**src/rtl/acc8_pkg.sv**
```systemverilog
package acc8_pkg;

    localparam int DATA_W = 8;
    localparam int ZERO_BIT = 1;
    localparam int NEG_BIT  = 7;

    typedef logic [DATA_W-1:0] byte_t;

    localparam byte_t OP_LDI = 8'hA9;
    localparam byte_t OP_TAX = 8'hAA;
    localparam byte_t OP_STP = 8'h00;

    typedef enum logic [2:0] {
        ST_IDLE,
        ST_FETCH,
        ST_DECODE,
        ST_OPERAND,
        ST_EXEC,
        ST_HALT
    } state_t;

    typedef enum logic [1:0] {
        K_LDI,
        K_TAX,
        K_STP,
        K_BAD
    } kind_t;

    typedef struct packed {
        logic  wr_acc;
        logic  wr_idx;
        byte_t val;
    } wb_t;

    function automatic kind_t classify(input byte_t op);
        case (op)
            OP_LDI:  classify = K_LDI;
            OP_TAX:  classify = K_TAX;
            OP_STP:  classify = K_STP;
            default: classify = K_BAD;
        endcase
    endfunction

    function automatic byte_t flag_merge(input byte_t p, input byte_t v);
        byte_t r;
        r = p;
        r[ZERO_BIT] = (v == '0);
        r[NEG_BIT]  = v[DATA_W-1];
        return r;
    endfunction

endpackage

```
**src/rtl/acc8_ctrl.sv**
```systemverilog
module acc8_ctrl
    import acc8_pkg::*;
#(
    parameter int ADDR_W = 16
) (
    input  logic              clk,
    input  logic              rst,
    input  logic              start,
    input  byte_t             mem_rdata,
    output logic [ADDR_W-1:0] mem_addr,
    output logic              mem_rd,
    output logic [ADDR_W-1:0] pc_q,
    output logic              halted,
    output logic              illegal,
    output wb_t               wb
);

    state_t st;
    kind_t  cur_kind;
    kind_t  op_kind;
    byte_t  opnd;

    assign cur_kind = classify(mem_rdata);

    always_ff @(posedge clk) begin
        if (rst) begin
            st      <= ST_IDLE;
            pc_q    <= '0;
            op_kind <= K_STP;
            opnd    <= '0;
            illegal <= 1'b0;
        end else begin
            case (st)
                ST_IDLE, ST_HALT: begin
                    if (start) begin
                        st      <= ST_FETCH;
                        pc_q    <= '0;
                        illegal <= 1'b0;
                    end
                end
                ST_FETCH: begin
                    pc_q <= pc_q + 1'b1;
                    st   <= ST_DECODE;
                end
                ST_DECODE: begin
                    op_kind <= cur_kind;
                    case (cur_kind)
                        K_LDI: begin
                            pc_q <= pc_q + 1'b1;
                            st   <= ST_OPERAND;
                        end
                        K_TAX:   st <= ST_EXEC;
                        K_STP:   st <= ST_HALT;
                        default: begin
                            st      <= ST_HALT;
                            illegal <= 1'b1;
                        end
                    endcase
                end
                ST_OPERAND: begin
                    opnd <= mem_rdata;
                    st   <= ST_EXEC;
                end
                ST_EXEC: st <= ST_FETCH;
                default: st <= ST_IDLE;
            endcase
        end
    end

    always_comb begin
        mem_addr = pc_q;
        mem_rd   = (st == ST_FETCH) || (st == ST_DECODE && cur_kind == K_LDI);
        halted   = (st == ST_HALT);
        wb.wr_acc = (st == ST_EXEC) && (op_kind == K_LDI);
        wb.wr_idx = (st == ST_EXEC) && (op_kind == K_TAX);
        wb.val    = opnd;
    end

    p_start_rewinds_r2: assert property (@(posedge clk) disable iff (rst)
        ((st == ST_IDLE || st == ST_HALT) && start) |=> (pc_q == '0 && mem_rd));

    p_fetch_step_r2: assert property (@(posedge clk) disable iff (rst)
        (st == ST_FETCH) |=> (pc_q == $past(pc_q) + 1'b1));

    p_ldi_skip_r3: assert property (@(posedge clk) disable iff (rst)
        (st == ST_DECODE && mem_rdata == OP_LDI) |=> (pc_q == $past(pc_q) + 1'b1));

    p_halt_hold_r5: assert property (@(posedge clk) disable iff (rst)
        (halted && !start) |=> (halted && $stable(pc_q)));

    p_halt_quiet_r5: assert property (@(posedge clk) disable iff (rst)
        halted |-> !mem_rd);

    p_illegal_halts_r9: assert property (@(posedge clk) disable iff (rst)
        illegal |-> halted);

    p_busy_ignores_start_r10: assert property (@(posedge clk) disable iff (rst)
        (st == ST_EXEC && start) |=> (st == ST_FETCH));

endmodule

```
**src/rtl/acc8_regfile.sv**
```systemverilog
module acc8_regfile
    import acc8_pkg::*;
(
    input  logic  clk,
    input  logic  rst,
    input  wb_t   wb,
    output byte_t acc_q,
    output byte_t idx_q,
    output byte_t stat_q
);

    always_ff @(posedge clk) begin
        if (rst) begin
            acc_q  <= '0;
            idx_q  <= '0;
            stat_q <= '0;
        end else if (wb.wr_acc) begin
            acc_q  <= wb.val;
            stat_q <= flag_merge(stat_q, wb.val);
        end else if (wb.wr_idx) begin
            idx_q  <= acc_q;
            stat_q <= flag_merge(stat_q, acc_q);
        end
    end

    p_tax_copy_r4: assert property (@(posedge clk) disable iff (rst)
        wb.wr_idx |=> (idx_q == $past(acc_q)));

    p_zero_acc_r6: assert property (@(posedge clk) disable iff (rst)
        wb.wr_acc |=> (stat_q[ZERO_BIT] == (acc_q == '0)));

    p_zero_idx_r6: assert property (@(posedge clk) disable iff (rst)
        wb.wr_idx |=> (stat_q[ZERO_BIT] == (idx_q == '0)));

    p_neg_acc_r7: assert property (@(posedge clk) disable iff (rst)
        wb.wr_acc |=> (stat_q[NEG_BIT] == acc_q[DATA_W-1]));

    p_neg_idx_r7: assert property (@(posedge clk) disable iff (rst)
        wb.wr_idx |=> (stat_q[NEG_BIT] == idx_q[DATA_W-1]));

    p_other_bits_r8: assert property (@(posedge clk) disable iff (rst)
        1'b1 |=> ((stat_q & 8'h7D) == ($past(stat_q) & 8'h7D)));

endmodule

```
**src/rtl/acc8_core.sv**
```systemverilog
module acc8_core
    import acc8_pkg::*;
#(
    parameter int ADDR_W = 16
) (
    input  logic              clk,
    input  logic              rst,
    input  logic              start,
    input  logic [7:0]        mem_rdata,
    output logic [ADDR_W-1:0] mem_addr,
    output logic              mem_rd,
    output logic              halted,
    output logic              illegal,
    output logic [7:0]        acc_q,
    output logic [7:0]        idx_q,
    output logic [7:0]        stat_q,
    output logic [ADDR_W-1:0] pc_q
);

    wb_t wb;

    acc8_ctrl #(.ADDR_W(ADDR_W)) u_ctrl (
        .clk       (clk),
        .rst       (rst),
        .start     (start),
        .mem_rdata (mem_rdata),
        .mem_addr  (mem_addr),
        .mem_rd    (mem_rd),
        .pc_q      (pc_q),
        .halted    (halted),
        .illegal   (illegal),
        .wb        (wb)
    );

    acc8_regfile u_regs (
        .clk    (clk),
        .rst    (rst),
        .wb     (wb),
        .acc_q  (acc_q),
        .idx_q  (idx_q),
        .stat_q (stat_q)
    );

    p_reset_idle_r1: assert property (@(posedge clk)
        $past(rst) |-> (!mem_rd && !halted && pc_q == '0 && acc_q == '0));

endmodule

```
**config.mk**
```make
export PLATFORM = sky130hd
export DESIGN_NAME = acc8_core
export DESIGN_NICKNAME = d
export VERILOG_FILES = /design/src/rtl/acc8_pkg.sv /design/src/rtl/acc8_ctrl.sv /design/src/rtl/acc8_regfile.sv /design/src/rtl/acc8_core.sv
export SDC_FILE = /design/constraint.sdc
export NUM_CORES = 1
export LEC_CHECK = 0
export ABC_AREA = 1
export BUFFER_PORTS_ARGS = -buffer_cell sky130_fd_sc_hd__buf_2
export CAP_MARGIN = 20
export CORE_MARGIN = 2
export CORE_UTILIZATION = 50
export DETAILED_ROUTE_END_ITERATION = 7
export GPL_TIMING_DRIVEN = 0
export PLACE_DENSITY = 0.77
export SLEW_MARGIN = 20
export SYNTH_ARGS = -nofsm -noshare
export SYNTH_HDL_FRONTEND = slang
export SYNTH_SLANG_ARGS = --single-unit
```
**constraint.sdc**
```tcl
create_clock -name clk -period 1.9 [get_ports clk]
set_input_delay 0.19 -clock clk [delete_from_list [all_inputs] [get_ports clk]]
set_output_delay 0.19 -clock clk [all_outputs]
set_load 0.005 [all_outputs]
```
==> impl_metrics.toml, run 1 <==
[job]
maxCapViolCount = 0

[clock_tree]
cts-buffers-inserted = 5
cts_tree = "done"
cts_max_level = 2
clk_path_buf_depth = 2
worst_skew_pair.late_latency_ns = 0.30
cts.clk_slew.worst_paths_ns = 0.09
root_buffer = "clkbuf_8"
cts.sinks = 48

[global_route]
grt_overflow = 0
antenna_found_initial = 0
grt_max_degree = 17
grt_pass1_vias = 2275
grt_first_pass_wirelength_um = 9470
gr-usage-all-layers_pct = 21.4

[critical_path]
crit_path_max_incr_delay_ns = 0.41
cp.required_ns = 2.14
path_cells = "ha_1 > nand2_1 > nor2_1 > nand3_1 > nor2_1 > nand3_1 > nand2_1 > nand2_1 > nor2_1"
critPathArrivalTime_ns = 1.92
cp_slowest_cell = "dfxtp_2"
r2r_slack_ns = 0.22
crit_path_end_kind = "flip-flop"
startpoint_type = "flip-flop"
worstPathMaxFanout = 8
crit_type = "flip-flop to flip-flop"

[timing]
setup_viol = 0
rsz0062_at_grt = "no"
period_needed_ns = 1.68
finalClockSkew_ns = 0.00536
tightest_slew_ns = 0.516
period_share_pct = 88.7
tns_ns = 0
fin_hold_ws_ns = 0.164
max_freq_ghz = 0.594
finalHoldViolCount = 0
slew_viol_final = 0
relSlewSlack_pct = 65.6

[routing]
first_pass_iters = 4
vias = 2551
vias_per_cell = 4.85
avgRoutedWirePerCell_um = 11.3
drt_iter0_markers = 136
final_antenna_net_count = 0
wirelength_um = 5950
remaining_drc_errors = 0

[cells_and_area]
area_growth_pct = 21.9
final_layout_size_suffix_gt1_share_pct = 26.6
layout.nets = 470
antenna_cells = 0

[power_and_ir_drop]
power.leakage_uw = 0.00162
powerDensity_nw_per_um2 = 703
peakVddDrop_v = 0.000425

[logic_synthesis]
netlist.top_cell.by_area = "dfxtp_1"
syn_inst = 383
synth_area_leaders = "dfxtp_1 (38%), nand2_1 (12%), nor2_1 (9.0%)"
ys_ff_latch = 48
ys_seq_area_share_pct = 37.8
yosysTopAreaCellShare_pct = 37.8
synth_area_um2 = 2540
ys_types = 28
ys.warnings.count = 0
syn_avg_cell_area_um2 = 6.64

[floorplan]
coreArea_um2 = 4820
initial_core_util_pct = 52.8
core.rowCount = 25
fp.dieW_um = 75.3
die_h_um = 75.3
io_pins = 70
dieArea_um2 = 5670

[run_status]
status = "complete, no violations"

[placed_design]
place_hpwl_um = 4510
io_buffers = 63
gp_congestion = 0.895

[worst_hold_path]
hp-class = "primary input to flip-flop"
## synth_stat cells, drive strengths merged
cell	instances
nor3	5
inv	52
nor2	63
o21bai	1
and2	1
conb	1
o21ai	31
ha	1
nand2	88
nand4	2
a211oi	1
xor2	1
buf	27
clkbuf	4
a21oi	31
nand3	24
dfxtp	48
a21o	1
nor4	1
## kinds of logic after synthesis
logic type | Yosys count | synth area share, %
AO/OA/AOI/OAI | 65 | 13.6
XOR/XNOR | 1 | 0.344
adder cells (fa/ha/maj) | 1 | 0.492
buffers and inverters | 83 | 16.4
flip-flops | 48 | 37.8
other | 1 | 0.147
AND/OR/NAND/NOR | 184 | 31.2
## placed cells by master (no fill, tap or decap)
cell,count
a21oi_2,2
bufinv_16,2
nand4_1,2
a21oi_1,29
inv_1,44
ha_1,1
buf_6,2
xor2_1,1
o21ai_1,9
o21ai_0,22
nand3_1,20
nand3_2,3
dfxtp_1,47
buf_4,24
conb_1,6
dfxtp_2,1
clkbuf_1,4
clkbuf_8,5
inv_6,1
a21o_1,1
nand3_4,1
and2_1,1
nand2_1,82
nor2_1,61
o21bai_1,1
buf_2,64
inv_2,8
a211oi_2,1
nor2_4,2
nor3_1,5
nand2_2,6
nor4_1,1
## final cells by class
| class | instances | area (um2) |
|---|---|---|
| fill | 485 | 1720 |
| multi-input combinational | 257 | 1180 |
| sequential | 48 | 962 |
| timing repair buffer | 63 | 315 |
| buffer | 31 | 223 |
| inverter | 52 | 195 |
| tap | 67 | 83.8 |
| clock buffer | 5 | 68.8 |
| clock inverter | 3 | 68.8 |
## report_power, final
group	switching, uW	leakage (uW)	total (uW)	internal [uW]
Clock	356	0.0000687	886	530
Combinational	154	0.00116	251	97.3
Sequential	19.6	0.000388	1040	1020
Total	530	0.00162	2180	1650
## final timing paths
path	startpoint	endpoint	cells after the start
setup / recovery	u_ctrl.mem_addr[0]	u_ctrl.mem_addr[14]	9
hold / removal	mem_rdata[3]	u_ctrl.opnd[3]	3
setup reg to reg	u_ctrl.mem_addr[0]	u_ctrl.mem_addr[14]	9
hold reg to reg	u_ctrl.illegal	u_ctrl.illegal	2
## critical path: cells and delay by family, from the launching register on
family	cells	cell delay, ns
and+or+nand+nor	8	1.02
DFF	1	0.41
adders and majority gates	1	0.19
## flip-flops by register name, indices dropped and copies added (netlist names)
| register | cells |
|---|---|
| u_ctrl.opnd | 8 |
| u_ctrl.illegal | 1 |
| u_regs.stat_q | 2 |
| u_regs.acc_q | 8 |
| u_ctrl.op_kind | 2 |
| u_regs.idx_q | 8 |
| u_ctrl.st | 3 |
| u_ctrl.mem_addr | 16 |
## metrics by stage
stage / power [uW] / cells / worst slack (ns) / area [um2] / utilization [%]
2_1_floorplan: 1240 / 388 / 0.440 / 2560 / -
3_3_place_gp: 1310 / 518 / 0.229 / 2960 / 61.5
3_5_place_dp: 1310 / 518 / 0.186 / 2960 / 61.5
4_1_cts: 2190 / 526 / 0.136 / 3100 / 64.3
5_1_grt: 2260 / 526 / 0.0917 / 3100 / 64.4
6_report: 2180 / 526 / 0.215 / 3100 / 64.4
## what timing repair did
item,CTS,global route
resized for setup,0,1
endpoints found under the setup margin,0,1
setup buffers,0,0
hold buffers,0,0
## layer usage
layer / track usage, % / vias to the layer above / wire length, um
met2: 36.8 / 85 / 2900
met3: 4.63 / 13 / 355
met5: 0 / - / 0
met1: 25.8 / 1129 / 2590
li1: - / 1324 / -
met4: 8.97 / 0 / 99
Power figures use the tool's default switching activity.
==> inputs of run 2 (changes only) <==
CORE_UTILIZATION = 30   (was 50)
PLACE_DENSITY = unset   (was 0.77)
==> impl_metrics.toml, run 2 (same netlist as run 1, synthesis figures left out) <==
[job]
maxCapViolCount = 0

[power_and_ir_drop]
finalPower_uw = 2070
peakVddDrop_v = 0.000288
power.leakage_uw = 0.00161
powerDensity_nw_per_um2 = 663

[cells_and_area]
layout.nets = 470
fillers = 900
final_cell_mix = "nand2_1 (82), buf_2 (64), nor2_1 (61)"
multi_input_area_um2 = 1180
largest_reg_flops = 16
mostFrequentLayoutCell = "nand2_1"
area_growth_pct = 22.9
seq_area_um2 = 962
final_cell_area_um2 = 3130
antenna_cells = 0
fin_util_pct = 38.1
final_layout_size_suffix_gt1_share_pct = 26.6
layoutNonFillerInstCount = 564

[critical_path]
crit_path_end_kind = "flip-flop"
cp_slowest_cell = "dfxtp_2"
cp.required_ns = 2.15
startpoint_type = "flip-flop"
crit_type = "flip-flop to flip-flop"
worstPathMaxFanout = 8
startpoint = "u_ctrl.mem_addr[0]"
crit_path_max_incr_delay_ns = 0.42
critPathArrivalTime_ns = 1.85
timing.rr.start = "u_ctrl.mem_addr[0]"
crit_buf_inv = 0
cpLargestDelayFamily = "simple AND/OR/NAND/NOR gates"
path_cells = "ha_1 > nand2_1 > nor2_1 > nand3_1 > nor2_1 > nand3_1 > nand2_1 > nand2_1 > nor2_1"

[timing]
tns_ns = 0
setup_viol = 0
period_share_pct = 84.1
relSlewSlack_pct = 63.7
finalClockSkew_ns = 0.00584
max_freq_ghz = 0.626
period_needed_ns = 1.60
rsz0062_at_grt = "no"
finalHoldViolCount = 0
tightest_slew_ns = 0.545
slew_viol_final = 0

[floorplan]
io_pins = 70
initial_core_util_pct = 31.0
die_h_um = 96.1
dieArea_um2 = 9230
fp.dieW_um = 96.1
core.rowCount = 33
coreArea_um2 = 8220

[placed_design]
dp_cells = 556
gp_congestion = 0.875
placed_cell_area_um2 = 3010
place_hpwl_um = 5090
io_buffers = 63

[routing]
drt_iter0_markers = 53
vias_per_cell = 4.46
first_pass_iters = 4
remaining_drc_errors = 0
vias = 2518
wirelength_um = 6490
avgRoutedWirePerCell_um = 11.5
final_antenna_net_count = 0

[global_route]
grt_overflow = 0
grt_first_pass_wirelength_um = 10900
gr-usage-met2_pct = 26.3
gr-usage-all-layers_pct = 14.9
grt_pass1_vias = 2403
grt_use_met1_pct = 18.7
grt_use_met3_pct = 2.82
grt_busiest_layer = "met2"
grt_max_degree = 17
antenna_found_initial = 0

[clock_tree]
cts.clk_slew.worst_paths_ns = 0.10
cts.sinks = 48
clk_path_buf_depth = 2
worst_skew_pair.late_latency_ns = 0.31
cts_tree = "done"
cts-buffers-inserted = 5
hold_buffers = 0
cts_max_level = 2
root_buffer = "clkbuf_8"

[worst_hold_path]
min_from = "mem_rdata[5]"
hp-class = "primary input to flip-flop"

[run_status]
status = "complete, no violations"
-- run 2: power breakdown --
| group | switching [uW] | leakage (uW) | internal (uW) |
|---|---|---|---|
| clock | 382 | 0.0000583 | 397 |
| combinational | 155 | 0.00116 | 97.3 |
| sequential | 20.1 | 0.000388 | 1020 |
| total | 557 | 0.00161 | 1520 |
-- run 2: what timing repair did --
item	4_1_cts	5_1_grt
buffers inserted	0	0
resized for setup	0	1
setup endpoints to repair	0	1
-- run 2: worst min-delay path, cell delays in order --
cell and delay (ns):
buf_2 0.10, nor2_1 0.05, nor2_1 0.09
-- run 2: cell type report --
cell class | instances | share of cell area [%]
well taps | 105 | 4.20
repair buffers | 63 | 10.1
multi-input cells | 257 | 37.9
clock buffers | 5 | 2.20
flip-flops and latches | 48 | 30.8
plain buffers | 31 | 7.12
inverters | 52 | 6.24
clock inverters | 3 | 1.52
-- run 2: path summary, 6_finish.rpt --
check / to / slack (ns) / cells past startpoint
max reg2reg: u_ctrl.mem_addr[14] / 0.30 / 9
max: u_ctrl.mem_addr[14] / 0.30 / 9
min: u_ctrl.opnd[5] / 0.15 / 3
min reg2reg: u_ctrl.illegal / 0.46 / 2
-- run 2: metal layers --
metal / routed length, um / share of wire, %
met1: 3000 / 46
met2: 3140 / 48
met3: 297 / 4.6
met4: 57 / 0.88
met5: 0 / 0
-- run 2: through the flow --
stage	hold WS, ns	worst slack, ns
final	0.147	0.303
after global routing	0.133	0.0882
after CTS	0.147	0.182
after detailed placement	0.446	0.210
after global placement	0.442	0.216
after floorplan	0.325	0.440
